## src/rtl/lcd_drv_pkg.sv

```systemverilog
// Package: shared types and constants for the static LCD drive generator.
// Assumes segment order a..g maps to bits 0..6.
package lcd_drv_pkg;
    localparam int SEGS_PER_DIGIT = 7;
    localparam int BCD_W          = 4;
    localparam int NUM_DIGITS     = 3;

    typedef logic [SEGS_PER_DIGIT-1:0] seg7_t;
    typedef logic [BCD_W-1:0]          bcd_t;

    // Code used in reset to mean "nothing shown"
    localparam bcd_t BCD_BLANK = 4'hF;
    localparam seg7_t SEG_ALL  = '1;
endpackage

```

## src/rtl/lcd_bp_gen.sv

```systemverilog
// Module: lcd_bp_gen
// Produces the backplane square wave by toggling every HALF_DIV clocks.
// Emits a one-clock strobe 'edge_o' in the cycle whose rising edge toggles bp_o.
// Assumes HALF_DIV >= 2.
module lcd_bp_gen #(
    parameter int HALF_DIV = 400
) (
    input  logic clk,
    input  logic rst_n,
    output logic bp_o,
    output logic edge_o
);
    localparam int CW = (HALF_DIV > 2) ? $clog2(HALF_DIV) : 1;
    localparam logic [CW-1:0] LAST = CW'(HALF_DIV - 1);

    logic [CW-1:0] cnt_q;

    assign edge_o = (cnt_q == LAST);

    // Count clocks within a half-period and flip the backplane at its end
    always_ff @(posedge clk) begin
        if (!rst_n) begin
            cnt_q <= '0;
            bp_o  <= 1'b0;
        end else if (edge_o) begin
            cnt_q <= '0;
            bp_o  <= ~bp_o;
        end else begin
            cnt_q <= cnt_q + 1'b1;
        end
    end

    // counter never leaves its range
    a_r1_cnt_range: assert property (@(posedge clk) disable iff (!rst_n)
        cnt_q <= LAST);

    // backplane changes only after a full half-period of counting
    a_r1_bp_toggle_at_end: assert property (@(posedge clk) disable iff (!rst_n)
        (bp_o != $past(bp_o)) |-> ($past(cnt_q) == LAST));
endmodule

```

## src/rtl/lcd_digit_dec.sv

```systemverilog
// Module: lcd_digit_dec
// Converts one BCD code into lit-segment bits a..g (bit 0 = a).
// Codes 10..15 give an all-dark digit.
module lcd_digit_dec
    import lcd_drv_pkg::*;
(
    input  bcd_t  code_i,
    output seg7_t lit_o
);
    // Font lookup for a single digit
    always_comb begin
        unique case (code_i)
            4'd0:    lit_o = 7'h3F;
            4'd1:    lit_o = 7'h06;
            4'd2:    lit_o = 7'h5B;
            4'd3:    lit_o = 7'h4F;
            4'd4:    lit_o = 7'h66;
            4'd5:    lit_o = 7'h6D;
            4'd6:    lit_o = 7'h7D;
            4'd7:    lit_o = 7'h07;
            4'd8:    lit_o = 7'h7F;
            4'd9:    lit_o = 7'h6F;
            default: lit_o = 7'h00;
        endcase
    end
endmodule

```

## src/rtl/lcd_seg_phase.sv

```systemverilog
// Module: lcd_seg_phase
// Turns lit bits into AC drive: a lit line is the inverted backplane,
// a dark line follows it. Purely combinational.
module lcd_seg_phase #(
    parameter int W = 23
) (
    input  logic [W-1:0] lit_i,
    input  logic         bp_i,
    output logic [W-1:0] drv_o
);
    // Per-line phase select
    always_comb begin
        drv_o = lit_i ^ {W{bp_i}};
    end
endmodule

```

## src/rtl/lcd_static_drv.sv

```systemverilog
// Module: lcd_static_drv (top)
// Static 3 1/2 digit LCD drive generator. It samples the display data on
// backplane toggles, decodes the digits, applies lamp test and phases every
// segment line against the backplane.
// Assumes the data inputs are synchronous to clk.
module lcd_static_drv
    import lcd_drv_pkg::*;
#(
    parameter int HALF_DIV = 400
) (
    input  logic        clk,
    input  logic        rst_n,
    input  logic [11:0] bcd_in,
    input  logic        lead_one,
    input  logic        neg,
    input  logic        lamp_test,
    output logic        bp_out,
    output logic [6:0]  seg_units,
    output logic [6:0]  seg_tens,
    output logic [6:0]  seg_hund,
    output logic        seg_half,
    output logic        seg_minus
);
    localparam int NLINES = NUM_DIGITS * SEGS_PER_DIGIT + 2;

    logic        bp;
    logic        cap_edge;
    bcd_t        dig_q [NUM_DIGITS];
    seg7_t       dig_lit [NUM_DIGITS];
    seg7_t       dig_on [NUM_DIGITS];
    logic        lead_q;
    logic        neg_q;
    logic        lamp_q;
    logic [NLINES-1:0] lit_all;
    logic [NLINES-1:0] drv_all;

    lcd_bp_gen #(.HALF_DIV(HALF_DIV)) u_bp (
        .clk    (clk),
        .rst_n  (rst_n),
        .bp_o   (bp),
        .edge_o (cap_edge)
    );

    // Capture the flag inputs only on a backplane toggle edge
    always_ff @(posedge clk) begin
        if (!rst_n) begin
            lead_q <= 1'b0;
            neg_q  <= 1'b0;
            lamp_q <= 1'b0;
        end else if (cap_edge) begin
            lead_q <= lead_one;
            neg_q  <= neg;
            lamp_q <= lamp_test;
        end
    end

    for (genvar d = 0; d < NUM_DIGITS; d++) begin : g_digit
        // Capture this digit's BCD code on a backplane toggle edge
        always_ff @(posedge clk) begin
            if (!rst_n) begin
                dig_q[d] <= BCD_BLANK;
            end else if (cap_edge) begin
                dig_q[d] <= bcd_in[d*BCD_W +: BCD_W];
            end
        end

        lcd_digit_dec u_dec (
            .code_i (dig_q[d]),
            .lit_o  (dig_lit[d])
        );

        // Lamp test overrides the font
        assign dig_on[d] = lamp_q ? SEG_ALL : dig_lit[d];
    end

    assign lit_all = {neg_q | lamp_q, lead_q | lamp_q,
                      dig_on[2], dig_on[1], dig_on[0]};

    lcd_seg_phase #(.W(NLINES)) u_phase (
        .lit_i (lit_all),
        .bp_i  (bp),
        .drv_o (drv_all)
    );

    assign bp_out    = bp;
    assign seg_units = drv_all[6:0];
    assign seg_tens  = drv_all[13:7];
    assign seg_hund  = drv_all[20:14];
    assign seg_half  = drv_all[21];
    assign seg_minus = drv_all[22];

    // the lit state of every line only changes across a backplane toggle
    a_r8_hold_between_toggles: assert property (@(posedge clk) disable iff (!rst_n)
        $stable(bp_out) |-> ($stable(seg_units) && $stable(seg_tens) &&
                             $stable(seg_hund) && $stable(seg_half) &&
                             $stable(seg_minus)));

    // lamp test makes every line the inverse of the backplane
    a_r7_lamp_all_lit: assert property (@(posedge clk) disable iff (!rst_n)
        lamp_q |-> (seg_units == {7{~bp_out}} && seg_tens == {7{~bp_out}} &&
                    seg_hund == {7{~bp_out}} && seg_half == ~bp_out &&
                    seg_minus == ~bp_out));

    // a captured non-decimal units code shows dark without lamp test
    a_r4_units_blank: assert property (@(posedge clk) disable iff (!rst_n)
        (!lamp_q && dig_q[0] > 4'd9) |-> (seg_units == {7{bp_out}}));

    // minus line phase agrees with captured sign
    a_r6_minus_phase: assert property (@(posedge clk) disable iff (!rst_n)
        (!lamp_q) |-> ((seg_minus ^ bp_out) == neg_q));
endmodule

```

## config.mk

```make
export PLATFORM = sky130hd
export DESIGN_NAME = lcd_static_drv
export DESIGN_NICKNAME = d
export VERILOG_FILES = /design/src/rtl/lcd_drv_pkg.sv /design/src/rtl/lcd_bp_gen.sv /design/src/rtl/lcd_digit_dec.sv /design/src/rtl/lcd_seg_phase.sv /design/src/rtl/lcd_static_drv.sv
export SDC_FILE = /design/constraint.sdc
export NUM_CORES = 1
export LEC_CHECK = 0
export BUFFER_PORTS_ARGS = -buffer_cell sky130_fd_sc_hd__buf_2
export CAP_MARGIN = 20
export CELL_PAD_IN_SITES_DETAIL_PLACEMENT = 0
export CELL_PAD_IN_SITES_GLOBAL_PLACEMENT = 1
export CORE_UTILIZATION = 25
export DETAILED_ROUTE_END_ITERATION = 10
export PLACE_DENSITY = 0.61
export SKIP_LAST_GASP = 1
export SYNTH_ARGS = -nofsm -noshare
export SYNTH_HDL_FRONTEND = slang
export SYNTH_SLANG_ARGS = --single-unit
```

## constraint.sdc

```tcl
create_clock -name clk -period 2.2 [get_ports clk]
set_clock_uncertainty 0.2 [all_clocks]
set_input_delay 0.22 -clock clk [delete_from_list [all_inputs] [get_ports clk]]
set_output_delay 0.22 -clock clk [all_outputs]
set_load 0.01 [all_outputs]
```

==> impl_metrics.py <==
metrics = {
    "status": {
        "result_of_the_run": "complete, but fails checks",
        "violations_in_the_final_reports": "negative hold slack",
    },
    "floorplanning": {
        "floorplan.core_area_mm2": 0.006832,
        "num_io_pins": 41,
        "floorplan.rows": 30,
        "die_h_um": 86.13,
        "initial_core_util_pct": 25.90,
        "floorplan.die.width_um": 86.13,
        "dieArea_mm2": 0.007418,
    },
    "power_and_ir_drop": {
        "cellPowerDensity_mw_per_mm2": 383.6,
        "power.share.clock_pct": 32.3,
        "power_frac_seq_pct": 59.4,
        "switching_power_uw": 187.7,
        "share_comb_of_total_power_pct": 8.3,
        "switching_share_pct": 22.30,
        "internal_power_uw": 654.1,
        "worst_ir_drop_vdd_mv": 0.4778,
        "leakage_uw": 0.001029,
    },
    "grt": {
        "total_global_route_track_usage_pct": 9.683,
        "grt_pass1_wl_um": 5775,
        "number_of_antenna_violations_at_the_first_check_in_global_routing": 0,
        "pin_count_of_the_biggest_net_entering_global_routing": 22,
        "grt_overflow": 0,
        "first_global_vias": 1332,
    },
    "sta": {
        "finalMaxSlewViolations": 0,
        "hold_viol_final": 1,
        "finalSetupViolCount": 0,
        "worst_slew_margin_rel_pct": 70.07,
        "fmax_mhz": 476.3,
        "timing.hold.ws_ns": -0.0007525,
        "fin_setup_tns_ns": 0,
        "tightestPinTransition_ns": 0.4484,
        "timing.final.crit_share_pct": 95.44,
        "period_needed_ns": 2.100,
    },
    "placed_design": {
        "placement.cell_area_mm2": 0.002076,
        "dpl.hpwl_um": 2696,
        "buffer_ports.inserted": 40,
        "place.gp.congestion": 0.7833,
    },
    "cells_and_area": {
        "areaGrowthSynthToFinish_pct": 24.04,
        "antenna_cells_inserted": 0,
        "layout.filler_cells": 735,
        "layout_common_cells": "40 x buf_2, 20 x xnor2_1, 19 x ha_1",
        "finalInstanceArea_mm2": 0.002195,
        "mostFrequentLayoutCell": "buf_2",
        "drive_above_1_share_pct": 25.31,
        "utilization_pct": 32.12,
        "final_nets": 282,
    },
    "synthesis": {
        "syn-cell-area_mm2": 0.001769,
        "synth-simple-area-share_pct": 17.75,
        "post_synthesis_share_of_cell_area_spent_on_xor_and_xnor_gates_pct": 14.36,
        "synth.yosys.warnings": 0,
        "synthTopCellsByArea": "edfxtp_1 20%, dfxtp_1 15%, ha_1 13%",
        "syn-num-nets": 234,
        "dominant_combinational_cell_family_by_area_after_synthesis": "simple AND/OR/NAND/NOR gates",
        "postSynthAreaPerCell_um2": 8.935,
        "edff_count_synth": 12,
        "yosysTopAreaCell": "edfxtp_1",
        "synth.top_cell.area_share_pct": 20.37,
        "yosysSeqAreaShare_pct": 35.08,
        "synth-compound-area-share_pct": 12.38,
        "dominantRegCellSynth": "dfxtp_1",
        "synth_adder_area_share_pct": 13.44,
        "yosys-mux-area-fraction_pct": 1.132,
        "synth-async-reset-ratio_pct": 0,
        "mapped_cells": 198,
        "synth_seq_cells": 25,
        "synth.lib_cells_used.distinct": 29,
    },
    "critical_path": {
        "crit_type": "flip-flop to output pin",
        "crit_path_start_kind": "flip-flop",
        "reg2reg_from": "u_bp.cnt_q[0]",
        "cp-startpoint": "dig_q[2][1]",
        "req_time_crit_path_ns": 1.78,
        "critical_path_end_type": "output pin",
        "critical_path_arrival_ns": 1.68,
        "worstPathMaxFanout": 5,
    },
    "clock_tree": {
        "cts_buf_count": 3,
        "cts_htree_levels": 1,
        "cts.path.max_buffers": 2,
        "cts_sinks": 25,
        "tritoncts": "built",
        "clk_root_buffer_cell": "clkbuf_8",
        "clk_pin_slew_ns": 0.09,
        "clk_latency_ns": 0.26,
    },
    "routing": {
        "finalWirelength_um": 3559,
        "dr.first_iter.drc_count": 32,
        "detailroute.via_count": 1449,
        "detail_route.first_pass.iterations": 4,
        "detail_route.drc_violations": 0,
        "antenna_violating_nets_post_route": 0,
        "mean_number_of_vias_per_cell": 4.249,
        "routed_wire_per_std_cell_um": 10.44,
    },
    "worst_hold_path": {
        "hold_removal_path_class": "input port to flip-flop",
        "hold_path.startpoint": "lead_one",
    },
    "run": {
        "drv_cap": 0,
    },
}
[layout make-up]
class / count / area, um2 / area share (%)
clock buffer: 3 / 41.29 / 1.881
clock inverter: 1 / 7.507 / 0.3421
inverter: 16 / 60.06 / 2.737
multi-input combinational: 148 / 1050 / 47.83
sequential: 25 / 620.6 / 28.28
tap: 96 / 120.1 / 5.473
timing repair buffer: 52 / 295.3 / 13.45
[cell usage after synthesis, drive strengths merged, types with 3 or more instances]
cell type and count:
xnor2 20, ha 19, a21oi 18, nor2 18
inv 16, dfxtp 13, edfxtp 12, nand2 12
or3 12, o21ai 11, xor2 9, nand3 7
buf 6, and3 4, a221oi 3, clkbuf 3
nand2b 3
[worst paths after layout]
path	depth (start not counted)	endpoint	slack [ns]
setup / recovery	6	seg_hund[3]	0.10
hold / removal	3	lead_q	-0.0008
setup reg to reg	4	dig_q[2][2]	0.21
hold reg to reg	1	u_bp.cnt_q[0]	0.26
[worst max-delay path, cell delays in order (launching register included)]
cell	delay, ns
edfxtp_1	0.48
inv_2	0.11
ha_1	0.24
nand2b_1	0.14
a21oi_1	0.17
xnor2_1	0.13
buf_2	0.15
[per-layer routing]
layer  share of wire [%]  global-route usage (%)  vias to the layer above
met3                 4.2                   2.021                        4
met5                   0                       0                        -
met2                  50                   17.97                       31
met4                 1.0                   2.121                        0
li1                    -                       -                      764
met1                  44                   11.37                      650
[flip-flops by register name (all words and copies together), names as in the netlist]
register	cells
neg_q	1
lead_q	1
u_bp.bp_o	1
u_bp.cnt_q	9
dig_q	12
lamp_q	1
[kinds of logic (layout without fill, tap and decap cells)]
family	Yosys count	after routing
AND/OR/NAND/NOR	60	60
AO/OA/AOI/OAI	38	38
XOR/XNOR	29	29
flip-flops	25	25
buffers and inverters	25	72
adder cells (fa/ha/maj)	19	19
multiplexers	2	2
[stage by stage]
stage	power [uW]	cells	setup slack (ns)
after floorplan	545.2	198	0.2981
after global placement	577.1	329	0.2588
after detailed placement	575.6	329	0.1884
after CTS	848.8	335	0.04313
after global routing	881.6	341	-0.001652
final	841.8	341	0.1004
[repair_timing]
action | CTS | global route
setup endpoints to repair | 0 | 12
gates resized for setup | 0 | 5
hold buffers | 2 | 0
endpoints found under the hold margin | 2 | 0
buffers inserted | 0 | 6
[power by group through the flow]
stage / clock [uW] / sequential [uW] / combinational, uW
6_report: 272 / 500 / 69.5
5_1_grt: 302 / 502 / 78.4
4_1_cts: 281 / 501 / 67.4
3_5_place_dp: 0 / 512 / 64.0
3_3_place_gp: 0 / 512 / 65.6
2_1_floorplan: 0 / 510 / 35.6
(Power assumes the default switching activity.)
